[config.mk]
export PLATFORM = sky130hd
export DESIGN_NAME = scram_irq_ctrl
export DESIGN_NICKNAME = d
export VERILOG_FILES = /design/src/rtl/sirq_pkg.sv /design/src/rtl/sirq_sync.sv /design/src/rtl/sirq_pend.sv /design/src/rtl/sirq_prio.sv /design/src/rtl/scram_irq_ctrl.sv
export SDC_FILE = /design/constraint.sdc
export NUM_CORES = 1
export LEC_CHECK = 0
export CORE_MARGIN = 2
export CORE_UTILIZATION = 41
export CTS_CLUSTER_DIAMETER = 100
export DETAILED_ROUTE_END_ITERATION = 8
export DONT_BUFFER_PORTS = 1
export PLACE_DENSITY = 0.55
export SLEW_MARGIN = 20
export SYNTH_ARGS = -nofsm -noshare
export SYNTH_HDL_FRONTEND = slang
export SYNTH_SLANG_ARGS = --single-unit
[constraint.sdc]
create_clock -name clk -period 5 [get_ports clk]
set_clock_uncertainty 0.15 [all_clocks]
set_input_delay 0.75 -clock clk [delete_from_list [all_inputs] [get_ports clk]]
set_output_delay 0.75 -clock clk [all_outputs]
set_load 0.05 [all_outputs]
[src/rtl/sirq_pkg.sv]
package sirq_pkg;

  localparam int NSRC  = 64;
  localparam int SRC_W = 6;

  typedef enum logic [1:0] {
    K_INT  = 2'd0,
    K_EXT  = 2'd1,
    K_PORT = 2'd2,
    K_NONE = 2'd3
  } kind_e;

  // sense group of a source
  function automatic kind_e src_kind(input int s);
    if (s == 31)               return K_NONE;
    if (s >= 19 && s <= 25)    return K_EXT;
    if (s >= 48)               return K_PORT;
    return K_INT;
  endfunction

  // 1 when the source lives in the high bank
  function automatic logic src_hi(input int s);
    return ((s >= 16 && s <= 31) || s >= 48) ? 1'b1 : 1'b0;
  endfunction

  // bit position inside its bank (permuted placement)
  function automatic int src_bit(input int s);
    if (s == 0)  return 0;
    if (s < 16)  return 16 - s;
    if (s <= 18) return 18 - s;
    if (s <= 30) return 33 - s;
    if (s == 31) return 15;
    if (s < 48)  return 63 - s;
    return s - 32;
  endfunction

  // position of the sense-select bit in the edge register
  function automatic int src_edge_bit(input int s);
    if (s >= 19 && s <= 25) return 33 - s;
    if (s >= 48)            return s - 32;
    return 0;
  endfunction

endpackage

[src/rtl/sirq_sync.sv]
module sirq_sync #(
  parameter int NSRC   = 64,
  parameter int STAGES = 2
) (
  input  logic            clk,
  input  logic            rst,
  input  logic [NSRC-1:0] src_n,
  output logic [NSRC-1:0] lvl,
  output logic [NSRC-1:0] fall,
  output logic [NSRC-1:0] rise
);

  // stg[STAGES-1] is the synchronized value, stg[STAGES] its previous cycle
  logic [NSRC-1:0] stg [STAGES+1];

  always_ff @(posedge clk) begin
    if (rst) begin
      for (int i = 0; i <= STAGES; i++) stg[i] <= '1;
    end else begin
      stg[0] <= src_n;
      for (int i = 1; i <= STAGES; i++) stg[i] <= stg[i-1];
    end
  end

  assign lvl  = ~stg[STAGES-1];
  assign fall = stg[STAGES] & ~stg[STAGES-1];
  assign rise = ~stg[STAGES] & stg[STAGES-1];

endmodule

[src/rtl/sirq_pend.sv]
module sirq_pend
  import sirq_pkg::*;
#(
  parameter int DATA_W = 32
) (
  input  logic              clk,
  input  logic              rst,
  input  logic [NSRC-1:0]   lvl,
  input  logic [NSRC-1:0]   fall,
  input  logic [NSRC-1:0]   rise,
  input  logic [DATA_W-1:0] edge_sel,
  input  logic [DATA_W-1:0] clr_hi,
  input  logic [DATA_W-1:0] clr_lo,
  output logic [NSRC-1:0]   psrc,
  output logic [DATA_W-1:0] pend_hi,
  output logic [DATA_W-1:0] pend_lo
);

  logic unused_in;
  assign unused_in = ^{lvl, fall, rise, edge_sel, clr_hi, clr_lo};

  for (genvar s = 0; s < NSRC; s++) begin : g_src
    localparam kind_e K  = src_kind(s);
    localparam int    B  = src_bit(s);
    localparam logic  HI = src_hi(s);
    localparam int    EB = src_edge_bit(s);

    if (K == K_NONE) begin : g_none
      assign psrc[s] = 1'b0;
    end else begin : g_live
      logic p, clr, use_edge, hit;

      assign clr = HI ? clr_hi[B] : clr_lo[B];

      if (K == K_INT) begin : g_int
        assign use_edge = 1'b0;
        assign hit      = 1'b0;
      end else if (K == K_EXT) begin : g_ext
        assign use_edge = edge_sel[EB];
        assign hit      = fall[s];
      end else begin : g_port
        assign use_edge = 1'b1;
        assign hit      = fall[s] | (~edge_sel[EB] & rise[s]);
      end

      always_ff @(posedge clk) begin
        if (rst)           p <= 1'b0;
        else if (use_edge) p <= (p & ~clr) | hit;
        else               p <= lvl[s];
      end

      assign psrc[s] = p;
    end
  end

  // gather per-source state into the two register banks
  always_comb begin
    pend_hi = '0;
    pend_lo = '0;
    for (int s = 0; s < NSRC; s++) begin
      if (src_kind(s) != K_NONE) begin
        if (src_hi(s)) pend_hi[src_bit(s)] = psrc[s];
        else           pend_lo[src_bit(s)] = psrc[s];
      end
    end
  end

endmodule

[src/rtl/sirq_prio.sv]
module sirq_prio
  import sirq_pkg::*;
#(
  parameter int DATA_W = 32
) (
  input  logic [NSRC-1:0]   psrc,
  input  logic [DATA_W-1:0] mask_hi,
  input  logic [DATA_W-1:0] mask_lo,
  output logic              any,
  output logic [SRC_W-1:0]  win
);

  logic [NSRC-1:0] active;
  logic            unused_msk;
  assign unused_msk = ^{mask_hi, mask_lo};

  always_comb begin
    for (int s = 0; s < NSRC; s++) begin
      if (src_kind(s) == K_NONE) active[s] = 1'b0;
      else if (src_hi(s))        active[s] = psrc[s] & mask_hi[src_bit(s)];
      else                       active[s] = psrc[s] & mask_lo[src_bit(s)];
    end
  end

  // lowest source number wins
  always_comb begin
    any = 1'b0;
    win = '0;
    for (int s = NSRC - 1; s >= 0; s--) begin
      if (active[s]) begin
        any = 1'b1;
        win = SRC_W'(s);
      end
    end
  end

endmodule

[src/rtl/scram_irq_ctrl.sv]
module scram_irq_ctrl
  import sirq_pkg::*;
#(
  parameter int DATA_W      = 32,
  parameter int ADDR_W      = 5,
  parameter int SYNC_STAGES = 2
) (
  input  logic              clk,
  input  logic              rst,
  input  logic [63:0]       src_n,
  input  logic              wr_en,
  input  logic              rd_en,
  input  logic [ADDR_W-1:0] addr,
  input  logic [DATA_W-1:0] wdata,
  output logic [DATA_W-1:0] rdata,
  output logic              cpu_irq
);

  localparam int IDX_W = ADDR_W - 2;
  localparam logic [IDX_W-1:0] W_MASK_HI = IDX_W'(0);
  localparam logic [IDX_W-1:0] W_MASK_LO = IDX_W'(1);
  localparam logic [IDX_W-1:0] W_PEND_HI = IDX_W'(2);
  localparam logic [IDX_W-1:0] W_PEND_LO = IDX_W'(3);
  localparam logic [IDX_W-1:0] W_EDGE    = IDX_W'(4);
  localparam logic [IDX_W-1:0] W_VEC     = IDX_W'(5);

  logic [IDX_W-1:0]  idx;
  logic              unused_lsb;
  logic [DATA_W-1:0] mask_hi, mask_lo, edge_r;
  logic [DATA_W-1:0] clr_hi, clr_lo, pend_hi, pend_lo;
  logic [NSRC-1:0]   lvl, fall, rise, psrc;
  logic              any;
  logic [SRC_W-1:0]  win;
  logic [DATA_W-1:0] vec_word;

  assign idx        = addr[ADDR_W-1:2];
  assign unused_lsb = ^addr[1:0];

  sirq_sync #(.NSRC(NSRC), .STAGES(SYNC_STAGES)) u_sync (
    .clk  (clk),
    .rst  (rst),
    .src_n(src_n),
    .lvl  (lvl),
    .fall (fall),
    .rise (rise)
  );

  assign clr_hi = (wr_en && idx == W_PEND_HI) ? wdata : '0;
  assign clr_lo = (wr_en && idx == W_PEND_LO) ? wdata : '0;

  sirq_pend #(.DATA_W(DATA_W)) u_pend (
    .clk     (clk),
    .rst     (rst),
    .lvl     (lvl),
    .fall    (fall),
    .rise    (rise),
    .edge_sel(edge_r),
    .clr_hi  (clr_hi),
    .clr_lo  (clr_lo),
    .psrc    (psrc),
    .pend_hi (pend_hi),
    .pend_lo (pend_lo)
  );

  sirq_prio #(.DATA_W(DATA_W)) u_prio (
    .psrc   (psrc),
    .mask_hi(mask_hi),
    .mask_lo(mask_lo),
    .any    (any),
    .win    (win)
  );

  assign vec_word = any ? {win, {(DATA_W-SRC_W){1'b0}}} : '0;

  // configuration registers
  always_ff @(posedge clk) begin
    if (rst) begin
      mask_hi <= '0;
      mask_lo <= '0;
      edge_r  <= '0;
    end else if (wr_en) begin
      case (idx)
        W_MASK_HI: mask_hi <= wdata;
        W_MASK_LO: mask_lo <= wdata;
        W_EDGE:    edge_r  <= wdata;
        default: ;
      endcase
    end
  end

  // registered read port and CPU request
  always_ff @(posedge clk) begin
    if (rst) begin
      rdata   <= '0;
      cpu_irq <= 1'b0;
    end else begin
      cpu_irq <= any;
      if (rd_en) begin
        case (idx)
          W_MASK_HI: rdata <= mask_hi;
          W_MASK_LO: rdata <= mask_lo;
          W_PEND_HI: rdata <= pend_hi;
          W_PEND_LO: rdata <= pend_lo;
          W_EDGE:    rdata <= edge_r;
          W_VEC:     rdata <= vec_word;
          default:   rdata <= '0;
        endcase
      end
    end
  end

endmodule

==> impl_metrics.csv, run 1 <==
group,metric,value,unit
floorplanning,core,0.0314,mm2
timing,max-slew-margin-rel,37.2,%
synthesis,synth_edf_count,0,
synthesis,synth_fp_nets,1525,
critical_path,path_class,"in2reg",
critical_path,cp.required,5.24,ns
outcome,outcome,"finished, final reports clean",
critical_path,path_max_fanout,39,
synthesis,synth_xor_area_share,0,%
final_layout,final_cell_mix,"dfxtp_1 (341), nand2_1 (311), a21oi_1 (162)",
clock_tree,clock-root-buffer,"clkbuf_16",
critical_path,worst-endpoint-arrival,2.52,ns
floorplanning,die_area,0.0331,mm2
synthesis,synth_cells,1420,
pwr,power_density,409,mW/mm2
route,firstDrtPassIters,5,
route,routed_wl,33.3,mm
timing,hold_viol,0,
pwr,ir_drop,0.249,mV
synthesis,synth_compound_area_share,14.1,%
timing,tightest_slew,0.939,ns
clock_tree,cts_setup_buffers,0,
critical_path,endpoint_kind,"flip-flop",
final_layout,antennaDiodeCount,0,
final_layout,layout.nets,1493,
global_routing,grt_pass1_wl,51.2,mm
clock_tree,clk_latency,0.55,ns
final_layout,layout_commonest_cell,"dfxtp_1",
timing,finalCriticalPeriod,2.29,ns
route,wl_per_cell,18.3,um
place,io_buffers,0,
route,vias_per_cell,5.26,
place,gp_congestion,0.869,
timing,maxSlewViolCount,0,
timing,rsz0062_at_grt,"no",
floorplanning,ioPinCount,138,
clock_tree,cts_max_path_buffers,3,
clock_tree,numClockSinks,341,
clock_tree,cts_resized,0,
floorplanning,die_width,182,um
synthesis,synth.distinct_cells,64,
clock_tree,numCtsBuffers,39,
global_routing,grt_max_degree,338,
route,drt_iter0_drc,663,
floorplanning,start_util,41.4,%
timing,finalSetupTns,0,ns
global_routing,track_usage,19.9,%
final_layout,drive_gt1_share,20.2,%
route,antenna_left,0,
clock_tree,ctsHoldBuffers,0,
floorplanning,row_count,65,
timing,hold_slack,0.146,ns
route,vias,9557,
synthesis,ys_seq_elements,341,
timing,setup_viol,0,
pwr,p_leak,0.00545,uW
global_routing,antenna_found_initial,1,
critical_path,startpoint_type,"input port",
global_routing,grt_overflow,0,
synthesis,synth_top_family_by_area,"simple AND/OR/NAND/NOR gates",
synthesis,yosys.area_share.simple,22.7,%
synthesis,synth_warnings,0,
synthesis,synth_area,0.0130,mm2
synthesis,synth_async_sr_flop_share,0,%
timing,fin_crit_sh,45.7,%
min_path,hp-class,"in2reg",
synthesis,muxShareOfSynthArea,6.72,%
final_layout,area_growth,11.9,%
timing,fmaxAchievable,0.438,GHz
synthesis,ys.flop_type,"dfxtp_1",
clock_tree,cts_tree,"built",
synthesis,synthAdderAreaFrac,0,%
clock_tree,htree_levels,2,
clock_tree,clk_pin_slew_worst_paths,0.06,ns
route,drc_errors,0,
synthesis,synth_area_per_cell,9.15,um2
job,maxCapViolations,0,
floorplanning,die_h,182,um
place,dp_hpwl,21.5,mm
synthesis,ys_seq_area_share,52.6,%
global_routing,first_global_vias,8920,
==> stage by stage <==
| stage | util (%) | area, um2 | power [uW] | cells | worst slack [ns] |
|---|---|---|---|---|---|
| after floorplan | - | 13000 | 3120 | 1420 | 2.81 |
| after global placement | 42.1 | 13200 | 3130 | 1749 | 2.27 |
| after detailed placement | 42.1 | 13200 | 3130 | 1749 | 2.24 |
| after CTS | 46.3 | 14500 | 6020 | 1818 | 2.81 |
| after global routing | 46.3 | 14500 | 6160 | 1818 | 2.61 |
| final | 46.3 | 14500 | 5950 | 1818 | 2.71 |
==> registers in the layout, indices dropped and copies added (netlist names) <==
signal	cells
edge_r	32
u_pend.g_src.g_live.p	63
mask_lo	32
mask_hi	32
cpu_irq	1
u_sync.stg	149
rdata	32
==> cells by family after synthesis <==
logic type	Yosys count
compound gates	287
buf+inv	120
flops	341
mux	48
simple gates	624
==> path summary, 6_finish.rpt <==
path,startpoint,endpoint,slack (ns),cells past startpoint
max reg2reg,u_pend.g_src[48].g_live.p$_SDFF_PP0_,rdata[28]$_SDFFE_PP0P_,2.85,6
max,addr[3],edge_r[19]$_SDFFE_PP0P_,2.71,5
min,src_n[14],u_sync.stg[0][14]$_SDFF_PP1_,0.15,1
min reg2reg,u_sync.stg[0][65]$_SDFF_PP1_,u_pend.g_src[1].g_live.p$_SDFF_PP0_,0.23,1
==> synth_stat cells (all sizes together), types with 2 or more instances <==
master,instances,area share [%]
nor3,4,0.23
nand2,312,9.0
o21ai,35,1.3
mux2i,16,1.2
nand4,8,0.48
a32o,6,0.46
or2,149,7.2
a22oi,33,2.6
nand3,11,0.46
a41o,7,0.54
o32ai,3,0.26
o211ai,3,0.21
nand2b,4,0.19
a222oi,4,0.31
mux4,31,5.4
a211oi,6,0.35
a21oi,162,6.2
inv,40,1.2
a32oi,6,0.40
and2,5,0.24
clkbuf,58,1.7
o31ai,2,0.12
and2b,2,0.13
buf,22,1.0
and3,2,0.096
nor2,88,2.6
o311ai,2,0.13
dfxtp,341,53
nor2b,32,1.5
a31oi,4,0.19
nor3b,3,0.25
a22o,3,0.20
a21boi,2,0.12
==> worst max-delay path, stage by stage <==
cell and delay [ns]:
nor2_1 0.18, and2_1 0.52, nand2_2 0.70, nand2_1 0.26, a21oi_1 0.09
==> power breakdown <==
part	internal [uW]	leakage (uW)	switching [uW]	total, uW
sequential	2810	0.00279	72.5	2880
combinational	101	0.00201	89.4	190
clock	1740	0.000648	1140	2880
total	4650	0.00545	1300	5950
==> final cells by class <==
class | instances | area, um2
Clock buffer | 52 | 1110
Clock inverter | 17 | 215
Fill cell | 3067 | 16900
Inverter | 40 | 150
Multi-Input combinational cell | 959 | 5670
Sequential cell | 341 | 6830
Tap cell | 402 | 503
Timing Repair Buffer | 7 | 52.6
==> layer usage <==
| layer | up-vias | GRT usage [%] | share of wire [%] |
|---|---|---|---|
| met1 | 4469 | 28.1 | 47 |
| met3 | 45 | 4.97 | 8.0 |
| met2 | 352 | 29.8 | 43 |
| met5 | - | 0 | 0 |
| met4 | 0 | 6.26 | 2.1 |
| li1 | 4691 | - | - |
Power figures use the tool's default switching activity.
==> run 2: changes to the inputs <==
--- a/config.mk
+++ b/config.mk
@@ -10,7 +10,7 @@
 export CTS_CLUSTER_DIAMETER = 100
 export DETAILED_ROUTE_END_ITERATION = 8
 export DONT_BUFFER_PORTS = 1
-export PLACE_DENSITY = 0.55
+export PLACE_DENSITY = 0.57
 export SLEW_MARGIN = 20
 export SYNTH_ARGS = -nofsm -noshare
 export SYNTH_HDL_FRONTEND = slang
==> constraint.sdc (replaced) <==
create_clock -name clk -period 1.9 [get_ports clk]
set_clock_uncertainty 0.15 [all_clocks]
set_input_delay 0.285 -clock clk [delete_from_list [all_inputs] [get_ports clk]]
set_output_delay 0.285 -clock clk [all_outputs]
set_load 0.05 [all_outputs]
==> run 2 against run 1 <==
  * The flow now finishes with violations (hold timing, setup timing)
  * Die area unchanged
  * Sequential share of layout area shrank 11 points
  * Hold slack worse by 0.22 ns
  * Sequential cell count stayed put
  * Non-clock buffer count is 439 higher
  * First-iteration DRC count up 21%
  * Combinational power rose to 5.8 times the previous value
  * Core utilization grew 14 points
  * Worst setup slack worse by 2.8 ns
  * Highest routed layer unchanged
==> impl_metrics.csv, run 2 (synthesis gave the netlist of run 1 again) <==
group,metric,value,unit
pwr,power,16400,uW
critical_path,max_stage_delay,1.09,ns
clock_tree,numClockSinks,341,
floorplanning,start_util,41.4,%
critical_path,endpoint_kind,"flip-flop",
timing,max-slew-margin-rel,43.4,%
critical_path,worst-endpoint-arrival,2.25,ns
route,vias_per_cell,5.08,
pwr,p_leak,0.00757,uW
timing,fin_crit_sh,106,%
route,wl_per_cell,17.2,um
floorplanning,die_area,0.0331,mm2
global_routing,first_global_vias,11638,
critical_path,cp_cell_sequence,"dlygate4sd3_1 > a21boi_2 > a21oi_1 > o22ai_1",
floorplanning,row_count,65,
critical_path,cp.required,2.14,ns
critical_path,path_class,"in2reg",
final_layout,largestRegisters,"u_sync.stg x149, u_pend.g_src.g_live.p x63",
final_layout,drive_gt1_share,21.7,%
clock_tree,cts_tree,"built",
timing,finalSetupTns,-0.852,ns
timing,hold_slack,-0.0763,ns
global_routing,grt_max_degree,254,
critical_path,path_delay_family,"buffers and inverters",
final_layout,multiInputGateArea,0.00576,mm2
route,vias,11460,
timing,finalCriticalPeriod,2.01,ns
timing,fin_ws,-0.114,ns
global_routing,track_usage,23.4,%
timing,setup_viol,24,
final_layout,seq_area,0.00684,mm2
floorplanning,ioPinCount,138,
route,firstDrtPassIters,5,
clock_tree,htree_levels,2,
final_layout,area_growth,45.2,%
floorplanning,core,0.0314,mm2
outcome,violations,"hold timing, setup timing",
final_layout,final_cell_mix,"dlygate4sd3_1 (336), dfxtp_1 (334), nand2_1 (312)",
floorplanning,die_width,182,um
global_routing,grt_pass1_wl,61.2,mm
timing,fmaxAchievable,0.497,GHz
route,antenna_left,0,
clock_tree,clk_latency,0.53,ns
timing,maxSlewViolCount,0,
route,drc_errors,0,
place,io_buffers,0,
pwr,power_density,870,mW/mm2
timing,rsz0062_at_grt,"yes",
min_path,hp-class,"in2reg",
global_routing,antenna_found_initial,0,
final_layout,layout_commonest_cell,"dlygate4sd3_1",
outcome,outcome,"complete, but fails checks",
final_layout,antennaDiodeCount,0,
clock_tree,cts_max_path_buffers,3,
clock_tree,numCtsBuffers,38,
place,dp_hpwl,22.5,mm
final_layout,largest_reg_flops,149,
place,gp_congestion,0.867,
final_layout,layout.nets,1931,
route,drt_iter0_drc,801,
clock_tree,clk_pin_slew_worst_paths,0.06,ns
final_layout,regMostFlops,"u_sync.stg",
timing,hold_viol,4,
critical_path,cp_slowest_cell,"dlygate4sd3_1",
job,maxCapViolations,0,
pwr,ir_drop,0.752,mV
critical_path,startpoint_type,"input port",
critical_path,path_max_fanout,24,
route,routed_wl,38.9,mm
global_routing,grt_overflow,0,
critical_path,cp_num_buf_inv,1,
clock_tree,clock-root-buffer,"clkbuf_16",
floorplanning,die_h,182,um
final_layout,nFillCells,2706,
timing,tightest_slew,0.846,ns
==> run 2: cell count changes in the layout (fill, tap and decap cells not counted), sizes merged <==
| cell | before | now |
|---|---|---|
| clkinv | 9 | 6 |
| dlygate4sd3 | 0 | 336 |
| buf | 7 | 110 |
| bufinv | 3 | 6 |
| clkbuf | 52 | 50 |
| clkinvlp | 3 | 5 |
==> run 2: final cells by class <==
type                    instances  area share (%)
flip-flops and latches        341            36.3
clock inverters                19            1.53
clock buffers                  50            5.55
multi-input cells             959            30.5
inverters                      40           0.796
repair buffers                446            22.7
well taps                     402            2.67
==> run 2: what timing repair did <==
| item | in CTS | in global routing |
|---|---|---|
| endpoints found under the hold margin | 341 | 14 |
| hold buffers | 337 | 1 |
| setup endpoints to repair | 3 | 6 |
| resized for setup | 5 | 20 |
| pin swaps | 3 | 16 |
| setup buffers | 1 | 4 |
| gates cloned | 0 | 0 |
==> run 2: worst min-delay path: stages <==
cell	delay, ns
o21ai_0	0.07
a21oi_1	0.14
nor2_1	0.04
==> run 2: layer usage <==
layer / global-route usage, % / wire (um) / vias up
li1: - / - / 5575
met1: 30.6 / 17100 / 5428
met2: 38.4 / 17700 / 382
met3: 4.81 / 2870 / 75
met4: 8.42 / 1210 / 0
met5: 0 / 0 / -
==> run 2: report_power, final <==
part	total (uW)	switching (uW)	internal [uW]
Clock	7750	3000	4740
Sequential	7550	155	7390
Combinational	1110	427	687
Total	16400	3590	12800
==> run 2: per-stage QoR <==
step           hold WS, ns  cell area, um2  setup slack [ns]  util (%)  std cells
6_report           -0.0763           18900            -0.114      60.1       2257
3_5_place_dp         0.220           14000          -0.00591      44.5       1845
4_1_cts             -0.116           18700          0.000214      59.7       2252
3_3_place_gp         0.224           14000            0.0182      44.5       1845
5_1_grt            0.00559           18900            -0.140      60.1       2257
2_1_floorplan        0.218           13000             0.171         -       1420
==> run 2: path summary, 6_finish.rpt <==
| path | start | depth (start not counted) | to | slack (ns) |
|---|---|---|---|---|
| setup / recovery | addr[4] | 4 | rdata[26]$_SDFFE_PP0P_ | -0.11 |
| hold / removal | addr[4] | 3 | rdata[5]$_SDFFE_PP0P_ | -0.08 |
| setup reg to reg | u_pend.g_src[45].g_live.p$_SDFF_PP0_ | 7 | rdata[28]$_SDFFE_PP0P_ | -0.02 |
| hold reg to reg | u_sync.stg[0][51]$_SDFF_PP1_ | 1 | u_sync.stg[0][115]$_SDFF_PP1_ | 0.26 |
==> run 3: changes to the inputs <==
--- a/config.mk
+++ b/config.mk
@@ -10,7 +10,7 @@
 export CTS_CLUSTER_DIAMETER = 100
 export DETAILED_ROUTE_END_ITERATION = 8
 export DONT_BUFFER_PORTS = 1
-export PLACE_DENSITY = 0.57
+export PLACE_DENSITY = 0.55
 export SLEW_MARGIN = 20
 export SYNTH_ARGS = -nofsm -noshare
 export SYNTH_HDL_FRONTEND = slang
==> constraint.sdc (replaced) <==
create_clock -name clk -period 2.05 [get_ports clk]
set_clock_uncertainty 0.15 [all_clocks]
set_input_delay 0.3075 -clock clk [delete_from_list [all_inputs] [get_ports clk]]
set_output_delay 0.3075 -clock clk [all_outputs]
set_load 0.05 [all_outputs]
==> run 3 against run 2 <==
  * The run now ends clean
  * Register-to-register slack better by 0.08 ns
  * Sequential share of layout area rose by 1.6 points
  * Non-clock buffer count decreased by 74
  * Critical endpoint is now rdata[7]$_SDFFE_PP0P_
  * Largest cell class unchanged
==> impl_metrics.csv, run 3 (synthesis gave the netlist of run 1 again) <==
group,metric,value,unit
route,vias_per_cell,5.09,
clock_tree,cts_max_path_buffers,3,
route,firstDrtPassIters,5,
timing,finalCriticalPeriod,1.99,ns
critical_path,r2r-start,"u_pend.g_src[26].g_live.p$_SDFF_PP0_",
timing,fin_crit_sh,97.3,%
critical_path,path_max_fanout,3,
global_routing,antenna_found_initial,0,
route,wl_per_cell,17.4,um
critical_path,worst-endpoint-arrival,2.28,ns
timing,fmaxAchievable,0.502,GHz
clock_tree,cts_tree,"built",
critical_path,startpoint_type,"flip-flop",
clock_tree,htree_levels,2,
floorplanning,ioPinCount,138,
global_routing,met1_usage,31.3,%
timing,setup_viol,0,
timing,max-slew-margin-rel,52.8,%
route,routed_wl,38.0,mm
critical_path,reg2regPathDepth,6,
min_path,hp-start,"addr[4]",
timing,maxSlewViolCount,0,
floorplanning,die_width,182,um
final_layout,layout_commonest_cell,"dfxtp_1",
floorplanning,start_util,41.4,%
min_path,hp-class,"in2reg",
global_routing,met3_usage,4.79,%
global_routing,grt_busiest_layer,"met2",
timing,hold_viol,0,
final_layout,antennaDiodeCount,0,
final_layout,area_growth,38.9,%
timing,tightest_slew,0.706,ns
pwr,power_density,817,mW/mm2
critical_path,cp.required,2.33,ns
clock_tree,clk_latency,0.55,ns
floorplanning,row_count,65,
min_path,whs_path_depth,3,
global_routing,grt_overflow,0,
floorplanning,die_area,0.0331,mm2
route,vias,11117,
place,gp_congestion,0.889,
final_layout,largestRegisters,"u_sync.stg x149, u_pend.g_src.g_live.p x63",
pwr,ir_drop,0.760,mV
pwr,p_leak,0.00719,uW
final_layout,regMostFlops,"u_sync.stg",
route,drt_iter0_drc,772,
global_routing,track_usage,23.0,%
place,io_buffers,0,
clock_tree,numCtsBuffers,38,
clock_tree,clock-root-buffer,"clkbuf_16",
global_routing,grt_pass1_wl,60.0,mm
critical_path,rr_endpoint,"rdata[7]$_SDFFE_PP0P_",
clock_tree,numClockSinks,341,
global_routing,grt_max_degree,232,
floorplanning,die_h,182,um
outcome,outcome,"finished, final reports clean",
pwr,power,14700,uW
critical_path,reg2reg_slack,0.06,ns
route,antenna_left,0,
job,maxCapViolations,0,
global_routing,met2_usage,37.0,%
critical_path,path_class,"reg2reg",
clock_tree,clk_pin_slew_worst_paths,0.06,ns
global_routing,first_global_vias,10870,
floorplanning,core,0.0314,mm2
final_layout,drive_gt1_share,19.3,%
timing,hold_slack,0.0310,ns
min_path,min_to,"rdata[29]$_SDFFE_PP0P_",
final_layout,layout.nets,1857,
final_layout,final_cell_mix,"dfxtp_1 (332), nand2_1 (312), dlygate4sd3_1 (310)",
final_layout,largest_reg_flops,149,
critical_path,endpoint_kind,"flip-flop",
place,dp_hpwl,22.0,mm
route,drc_errors,0,
==> run 3: changes by cell type in the layout (fill, tap and decap cells not counted), sizes merged <==
cell / delta
buf: -48
dlygate4sd3: -26
bufinv: -3
clkinv: +3
clkbuf: +2
clkinvlp: -2
inv: -1
==> run 3: critical path: stages, from the launching register on <==
cell,delay [ns]
dfxtp_2,0.35
mux4_2,0.47
inv_1,0.06
o21ai_0,0.08
a21oi_1,0.16
nor2_1,0.06
dlygate4sd3_1,0.55
==> run 3: worst max path at each step <==
stage	from	to	slack [ns]	cells past startpoint
floorplan	addr[2]	rdata[8]$_SDFFE_PP0P_	0.30	7
global placement	mask_hi[16]$_SDFFE_PP0P_	rdata[28]$_SDFFE_PP0P_	0.11	6
detailed placement	mask_hi[16]$_SDFFE_PP0P_	rdata[28]$_SDFFE_PP0P_	0.1	6
CTS	u_pend.g_src[1].g_live.p$_SDFF_PP0_	rdata[15]$_SDFFE_PP0P_	0.02	6
global route	mask_hi[21]$_SDFFE_PP0P_	rdata[28]$_SDFFE_PP0P_	-0.01	7
finish	u_pend.g_src[26].g_live.p$_SDFF_PP0_	rdata[7]$_SDFFE_PP0P_	0.06	6
==> run 3: what timing repair did <==
item / in CTS / in global routing
endpoints found under the hold margin: 341 / 0
gates resized for setup: 0 / 16
setup buffers: 0 / 2
hold buffers: 312 / 0
endpoints found under the setup margin: 0 / 10
==> run 3: power breakdown <==
| part | switching [uW] | internal (uW) | leakage (uW) |
|---|---|---|---|
| Clock | 2800 | 3980 | 0.000602 |
| Sequential | 153 | 6850 | 0.00280 |
| Combinational | 362 | 583 | 0.00379 |
| Total | 3310 | 11400 | 0.00719 |
==> run 3: routing by layer <==
| metal | routed length (um) | share of wire, % |
|---|---|---|
| met1 | 17300 | 45 |
| met2 | 17000 | 45 |
| met3 | 2810 | 7.4 |
| met4 | 924 | 2.4 |
| met5 | 0 | 0 |
==> run 3: cell type report <==
type	count	area (um2)
Inverter	40	150
Sequential cell	341	6840
Multi-Input combinational cell	959	5690
Fill cell	2805	13300
Clock inverter	16	203
Tap cell	402	503
Clock buffer	52	1040
Timing Repair Buffer	372	3610
==> run 3: metrics by stage <==
step           cell area (um2)  cells  setup slack (ns)  util, %  setup TNS (ns)
3_5_place_dp             13600   1800            0.0962     43.3               0
3_3_place_gp             13600   1800             0.112     43.3               0
4_1_cts                  18000   2180            0.0160     57.3               0
6_report                 18000   2182            0.0560     57.5               0
5_1_grt                  18000   2182           -0.0103     57.5         -0.0103
2_1_floorplan            13000   1420             0.298        -               0
